[src/rtl/irqv_pkg.sv]
package irqv_pkg;
    localparam int LINES = 32;
    localparam int SLOTS = 16;
    localparam int IDX_W = 5;
    localparam int DW    = 32;

    typedef struct packed {
        logic             en;
        logic [IDX_W-1:0] src;
    } slot_cfg_t;

    localparam logic [7:0] A_RAW   = 8'h00;
    localparam logic [7:0] A_MIRQ  = 8'h01;
    localparam logic [7:0] A_MFIQ  = 8'h02;
    localparam logic [7:0] A_ENSET = 8'h03;
    localparam logic [7:0] A_ENCLR = 8'h04;
    localparam logic [7:0] A_TYPE  = 8'h05;
    localparam logic [7:0] A_SOFT  = 8'h06;
    localparam logic [7:0] A_VEC   = 8'h08;
    localparam logic [7:0] A_DFLT  = 8'h09;
    localparam logic [3:0] PG_SCFG = 4'h1;
    localparam logic [3:0] PG_SADR = 4'h2;

    function automatic slot_cfg_t cfg_from_word(logic [IDX_W:0] w);
        slot_cfg_t c;
        c.en  = w[IDX_W];
        c.src = w[IDX_W-1:0];
        return c;
    endfunction

    function automatic logic [DW-1:0] cfg_to_word(slot_cfg_t c);
        return DW'({c.en, c.src});
    endfunction
endpackage

[src/rtl/irqv_regs.sv]
module irqv_regs
    import irqv_pkg::*;
#(
    parameter int NLINES = LINES,
    parameter int NSLOTS = SLOTS
) (
    input  logic                          clk_i,
    input  logic                          rst_i,
    input  logic                          wr_i,
    input  logic [7:0]                    addr_i,
    input  logic [DW-1:0]                 wdata_i,
    output logic [NLINES-1:0]             en_q,
    output logic [NLINES-1:0]             typ_q,
    output logic                          soft_q,
    output logic [DW-1:0]                 dflt_q,
    output slot_cfg_t [NSLOTS-1:0]        cfg_q,
    output logic [NSLOTS-1:0][DW-1:0]     sadr_q
);
    localparam int SW = $clog2(NSLOTS);

    logic [SW-1:0] sidx;
    assign sidx = addr_i[SW-1:0];

    always_ff @(posedge clk_i) begin
        if (rst_i) begin
            en_q   <= '0;
            typ_q  <= '0;
            soft_q <= 1'b0;
            dflt_q <= '0;
            cfg_q  <= '0;
            sadr_q <= '0;
        end else if (wr_i) begin
            case (addr_i)
                A_ENSET: en_q   <= en_q | wdata_i[NLINES-1:0];
                A_ENCLR: en_q   <= en_q & ~wdata_i[NLINES-1:0];
                A_TYPE:  typ_q  <= wdata_i[NLINES-1:0];
                A_SOFT:  soft_q <= wdata_i[0];
                A_DFLT:  dflt_q <= wdata_i;
                default: begin
                    if (addr_i[7:4] == PG_SCFG)
                        cfg_q[sidx] <= cfg_from_word(wdata_i[IDX_W:0]);
                    else if (addr_i[7:4] == PG_SADR)
                        sadr_q[sidx] <= wdata_i;
                end
            endcase
        end
    end


    enclr_chk: assert property (@(posedge clk_i) disable iff (rst_i)
        (wr_i && addr_i == A_ENCLR) |=> ((en_q & $past(wdata_i[NLINES-1:0])) == '0));


    enset_chk: assert property (@(posedge clk_i) disable iff (rst_i)
        (wr_i && addr_i == A_ENSET) |=> ((en_q & $past(wdata_i[NLINES-1:0])) == $past(wdata_i[NLINES-1:0])));
endmodule

[src/rtl/irqv_prio.sv]
module irqv_prio
    import irqv_pkg::*;
#(
    parameter int NLINES = LINES,
    parameter int NSLOTS = SLOTS
) (
    input  logic                       clk_i,
    input  logic                       rst_i,
    input  logic [NLINES-1:0]          act_i,
    input  slot_cfg_t [NSLOTS-1:0]     cfg_i,
    input  logic                       push_i,
    input  logic                       pop_i,
    output logic                       win_valid_o,
    output logic [$clog2(NSLOTS)-1:0]  win_idx_o,
    output logic                       dflt_req_o,
    output logic                       busy_o
);
    localparam int SW = $clog2(NSLOTS);
    localparam int LW = $clog2(NSLOTS + 1);

    logic [NLINES-1:0] bound;
    logic [NSLOTS-1:0] slot_req;
    logic [NSLOTS-1:0] win_vec;
    logic [NSLOTS-1:0] svc_q;
    logic [LW-1:0]     cur_lvl;

    always_comb begin
        bound = '0;
        for (int n = 0; n < NSLOTS; n++)
            if (cfg_i[n].en) bound[cfg_i[n].src] = 1'b1;
    end

    for (genvar n = 0; n < NSLOTS; n++) begin : g_req
        assign slot_req[n] = cfg_i[n].en & act_i[cfg_i[n].src];
    end

    always_comb begin
        cur_lvl = LW'(NSLOTS);
        for (int n = NSLOTS - 1; n >= 0; n--)
            if (svc_q[n]) cur_lvl = LW'(n);
    end

    always_comb begin
        win_vec     = '0;
        win_idx_o   = '0;
        win_valid_o = 1'b0;
        for (int n = 0; n < NSLOTS; n++) begin
            if (!win_valid_o && slot_req[n] && (LW'(n) < cur_lvl)) begin
                win_vec[n]  = 1'b1;
                win_idx_o   = SW'(n);
                win_valid_o = 1'b1;
            end
        end
    end

    assign dflt_req_o = |(act_i & ~bound);
    assign busy_o     = |svc_q;

    always_ff @(posedge clk_i) begin
        if (rst_i)
            svc_q <= '0;
        else if (pop_i)
            svc_q <= svc_q & (svc_q - 1'b1);
        else if (push_i)
            svc_q <= svc_q | win_vec;
    end


    grant_onehot_chk: assert property (@(posedge clk_i) disable iff (rst_i)
        $onehot0(win_vec));


    push_grow_chk: assert property (@(posedge clk_i) disable iff (rst_i)
        (push_i && !pop_i) |=> ($countones(svc_q) == $countones($past(svc_q)) + 1));


    pop_shrink_chk: assert property (@(posedge clk_i) disable iff (rst_i)
        (pop_i && (|svc_q)) |=> ($countones(svc_q) == $countones($past(svc_q)) - 1));


    pop_empty_chk: assert property (@(posedge clk_i) disable iff (rst_i)
        (pop_i && !(|svc_q)) |=> (svc_q == '0));
endmodule

[src/rtl/irq_vector_ctrl.sv]
module irq_vector_ctrl
    import irqv_pkg::*;
#(
    parameter int NLINES = LINES,
    parameter int NSLOTS = SLOTS,
    parameter int SPARE  = LINES - 1
) (
    input  logic              clk_i,
    input  logic              rst_i,
    input  logic [NLINES-1:0] src_i,
    input  logic              wr_i,
    input  logic              rd_i,
    input  logic [7:0]        addr_i,
    input  logic [DW-1:0]     wdata_i,
    output logic [DW-1:0]     rdata_o,
    output logic              irq_o,
    output logic              fiq_o
);
    localparam int SW = $clog2(NSLOTS);

    logic [NLINES-1:0]          en_q, typ_q, raw, act_irq, act_fiq;
    logic                       soft_q, win_valid, dflt_req, busy, push, pop;
    logic [DW-1:0]              dflt_q;
    slot_cfg_t [NSLOTS-1:0]     cfg_q;
    logic [NSLOTS-1:0][DW-1:0]  sadr_q;
    logic [SW-1:0]              win_idx;

    irqv_regs #(.NLINES(NLINES), .NSLOTS(NSLOTS)) u_regs (
        .clk_i(clk_i), .rst_i(rst_i), .wr_i(wr_i), .addr_i(addr_i),
        .wdata_i(wdata_i), .en_q(en_q), .typ_q(typ_q), .soft_q(soft_q),
        .dflt_q(dflt_q), .cfg_q(cfg_q), .sadr_q(sadr_q)
    );

    always_comb begin
        raw        = src_i;
        raw[SPARE] = src_i[SPARE] | soft_q;
    end

    assign act_irq = raw & en_q & ~typ_q;
    assign act_fiq = raw & en_q & typ_q;
    assign push    = rd_i && (addr_i == A_VEC) && win_valid;
    assign pop     = wr_i && (addr_i == A_VEC);

    irqv_prio #(.NLINES(NLINES), .NSLOTS(NSLOTS)) u_prio (
        .clk_i(clk_i), .rst_i(rst_i), .act_i(act_irq), .cfg_i(cfg_q),
        .push_i(push), .pop_i(pop), .win_valid_o(win_valid),
        .win_idx_o(win_idx), .dflt_req_o(dflt_req), .busy_o(busy)
    );

    assign irq_o = win_valid | (dflt_req & ~busy);
    assign fiq_o = |act_fiq;

    always_comb begin
        rdata_o = '0;
        case (addr_i)
            A_RAW:   rdata_o = DW'(raw);
            A_MIRQ:  rdata_o = DW'(act_irq);
            A_MFIQ:  rdata_o = DW'(act_fiq);
            A_ENSET: rdata_o = DW'(en_q);
            A_TYPE:  rdata_o = DW'(typ_q);
            A_SOFT:  rdata_o = DW'(soft_q);
            A_VEC:   rdata_o = win_valid ? sadr_q[win_idx] : dflt_q;
            A_DFLT:  rdata_o = dflt_q;
            default: begin
                if (addr_i[7:4] == PG_SCFG)
                    rdata_o = cfg_to_word(cfg_q[addr_i[SW-1:0]]);
                else if (addr_i[7:4] == PG_SADR)
                    rdata_o = sadr_q[addr_i[SW-1:0]];
            end
        endcase
    end


    fiq_no_vec_chk: assert property (@(posedge clk_i) disable iff (rst_i)
        win_valid |-> ((act_irq & ~typ_q) != '0));


    dflt_masked_chk: assert property (@(posedge clk_i) disable iff (rst_i)
        (busy && !win_valid) |-> !irq_o);
endmodule

[config.mk]
export PLATFORM = sky130hd
export DESIGN_NAME = irq_vector_ctrl
export DESIGN_NICKNAME = d
export VERILOG_FILES = /design/src/rtl/irqv_pkg.sv /design/src/rtl/irqv_regs.sv /design/src/rtl/irqv_prio.sv /design/src/rtl/irq_vector_ctrl.sv
export SDC_FILE = /design/constraint.sdc
export NUM_CORES = 2
export LEC_CHECK = 0
export CORE_AREA = 2 2 441 443
export DETAILED_ROUTE_END_ITERATION = 6
export DIE_AREA = 0 0 443 445
export DONT_BUFFER_PORTS = 1
export GPL_TIMING_DRIVEN = 0
export PLACE_DENSITY = 0.46
export SYNTH_ARGS = -nofsm -noshare
export SYNTH_HDL_FRONTEND = slang
export SYNTH_SLANG_ARGS = --single-unit
export TNS_END_PERCENT = 100
[constraint.sdc]
create_clock -name clk_i -period 5.26 [get_ports clk_i]
set_input_delay 0.526 -clock clk_i [delete_from_list [all_inputs] [get_ports clk_i]]
set_output_delay 0.526 -clock clk_i [all_outputs]
set_load 0.05 [all_outputs]
==> impl_metrics.tcl <==
set metrics [dict create \
    cp-start-kind "register" \
    syn_nets 6217 \
    vias 59494 \
    numCtsBuffers 85 \
    cts.clk_slew.worst_paths_ps 60 \
    crit_type "reg -> out" \
    grt_max_degree 13 \
    initial_utilization 0.250 \
    cp.required_ps 4730 \
    die_h_um 445 \
    synthTopCellsByArea "dfxtp_1, mux4_2, nand2_1" \
    grt_pass1_wl_mm 546 \
    track_usage 0.415 \
    relSlewSlack -0.0554 \
    fmax_ghz 0.148 \
    fin_crit_ps 6770 \
    core_sq_mm 0.192 \
    critPathSlowestCell "nand4b_1" \
    cts_max_level 3 \
    num-nets-final 6600 \
    firstDrtPassIters 7 \
    stdcell_area_sq_mm 0.0619 \
    worst_slew_pin_slew_ps 1570 \
    fin_hold_ws_ps 99.7 \
    synth_edf_count 0 \
    ys_types 104 \
    hp-class "in -> reg" \
    num_rows 161 \
    arrival_ps 6250 \
    io_buffer_count 0 \
    crit_family "simple AND/OR/NAND/NOR gates" \
    antenna_found_initial 45 \
    via_per_inst 6.49 \
    p_leak_uw 0.0187 \
    crit_fanout 6 \
    grt_pass1_vias 54547 \
    tns_ps -40730 \
    rsz0062_at_grt "yes" \
    yosys.area.top_type "dfxtp_1" \
    wl_per_cell_um 46.3 \
    crit_top_cell "buf_12" \
    syn_avg_cell_area_sq_um 7.81 \
    ir_drop_mv 0.264 \
    drtIter0Drc 9043 \
    synthCells 6141 \
    cts.path.max_buffers 3 \
    outcome "complete, but fails checks" \
    cp_cell_sequence "buf_12, nand4b_1, o2111ai_2, nand4_1, a211oi_2, nand4_1, buf_6, mux2i_4, nor4_4, buf_4, nand3_4, nand2_8, buf_12, buf_12, o211ai_1, a2111o_1, nor3_4, o2111ai_4" \
    yosys_warnings 0 \
    dpl_cell_area_sq_mm 0.0515 \
    ys_ff_latch 721 \
    grt.overflow.total 0 \
    slew_viol_final 33 \
    violations "design-rule violations, max-capacitance violations, max-slew violations, negative setup slack" \
    yosysTopAreaCellShare 0.301 \
    setup_violations 33 \
    area_growth_pct 29.2 \
    p_per_area_mw_per_mm2 204 \
    cts_hold_buf 0 \
    ios 110 \
    yosysMostFrequentCell "nand2_1" \
    fin_ws_ps -1510 \
    path_buf_inv 5 \
    gp_congestion 1.08 \
    tritoncts "built" \
    netlist_area_sq_mm 0.0479 \
    ys.flop_type "dfxtp_1" \
    ant_nets 0 \
    drc_errors 22 \
    synth.yosys.seq_area_share 0.301 \
    die-area_sq_mm 0.197 \
    hpwl_mm 322 \
    min_period_over_period 1.29 \
    hold_viol 0 \
    maxCapViolCount 5 \
    clk_latency_ps 750 \
    cts_root_buffer "clkbuf_16" \
    wirelength_mm 424 \
    synthArstFlopShare 0 \
    clock_sinks 721 \
    die_w_um 443 \
    skew_ps 28.1 \
    max_stage_delay_ps 740 \
    drive_above_1_share 0.224 \
    yosys-top-cells-count "nand2_1, a21oi_1, dfxtp_1, clkbuf_1, nor2_1" \
    end_kind "output pin" \
]
cells in the final DEF, fill, tap and decap left out, types with 30 or more instances in the layout:
cell | netlist | routed
nand2_1 | 1358 | 1347
a21oi_1 | 769 | 753
dfxtp_1 | 721 | 669
clkbuf_1 | 524 | 382
nor2_1 | 295 | 287
buf_4 | 20 | 262
mux2i_1 | 281 | 229
mux4_2 | 227 | 227
nand3_1 | 240 | 197
o22ai_1 | 244 | 193
o21ai_0 | 172 | 157
nand3b_1 | 96 | 96
clkbuf_16 | 0 | 96
buf_12 | 0 | 74
clkbuf_2 | 7 | 71
nor3_1 | 88 | 58
buf_6 | 10 | 54
diode_2 | 0 | 46
o211ai_1 | 38 | 38
clkbuf_8 | 0 | 37
a211oi_1 | 42 | 36
nand4_1 | 36 | 36
a311oi_1 | 38 | 36
nand4b_1 | 35 | 35
o2111ai_1 | 45 | 34
o22ai_2 | 0 | 33
dfxtp_2 | 0 | 32
inv_1 | 33 | 31
mux2i_2 | 0 | 31
a22oi_1 | 31 | 31
buf_2 | 44 | 30
nand2b_1 | 31 | 30
kinds of logic after synthesis:
family	count (synthesis)	synth area share
simple gates	2516	0.249
compound gates	1684	0.219
flops	721	0.301
mux	535	0.172
buf+inv	685	0.0581
timing repair:
action,4_1_cts,5_1_grt
endpoints found under the hold margin,0,0
setup endpoints to repair,59,33
resized for setup,990,143
setup buffers,272,56
pin swaps,185,80
gates cloned,2,0
power breakdown:
group | internal, uW | total (uW) | switching [uW]
clock network | 3620 | 6400 | 2780
logic | 144 | 790 | 646
registers | 5460 | 5470 | 9.84
sequential cells by signal (all words and copies together) (netlist names), named ones only:
signal,cells
u_regs.sadr_q,512
u_regs.cfg_q,96
u_regs.dflt_q,32
u_regs.typ_q,32
u_prio.svc_q,16
u_regs.soft_q,1
final timing paths:
| check | depth (start not counted) | to | slack (ps) | start |
|---|---|---|---|---|
| hold / removal | 3 | u_prio.svc_q[1] | 100 | rd_i |
| hold reg to reg | 2 | u_regs.sadr_q[488] | 470 | u_regs.sadr_q[488] |
| setup reg to reg | 14 | u_prio.svc_q[10] | 410 | u_regs.cfg_q[85] |
| setup / recovery | 18 | rdata_o[7] | -1510 | u_regs.cfg_q[1] |
metal layers:
metal	GRT usage	wire (um)	vias up
met5	0.000488	62	-
met4	0.430	53500	10
met3	0.117	40600	1780
met2	0.642	185000	4595
met1	0.443	145000	29615
li1	-	-	23494
area by class of cell:
cell class                 count  area (sq um)
clock buffer                 129          2490
fill                       20334        130000
tap                         2526          3160
inverter                      41           161
multi-input combinational   4735         34000
antenna                       46           115
buffer                       592          3650
timing repair buffer         348          3470
sequential                   721         14500
clock inverter                26           347
worst register-to-register path, cell delays in order, from the launching register on:
cell,delay (ps)
dfxtp_4,400
nor4bb_4,770
a2111oi_4,90
or4_1,550
or4_4,470
a2111oi_4,290
buf_4,180
buf_4,120
nor3_4,60
and3_1,220
buf_4,270
nor4_2,420
nand2b_1,250
or3_1,360
a221oi_1,280
stage by stage:
stage,worst slack (ps),power (uW),std cells,utilization
after floorplan,160,5940,6141,-
after global placement,-5300,6330,8667,0.266
after detailed placement,-4640,6330,8691,0.268
after CTS,-1160,12600,9072,0.317
after global routing,-1440,12800,9138,0.322
final,-1510,12700,9164,0.323
Note: power is estimated with default switching activity, not from simulation.
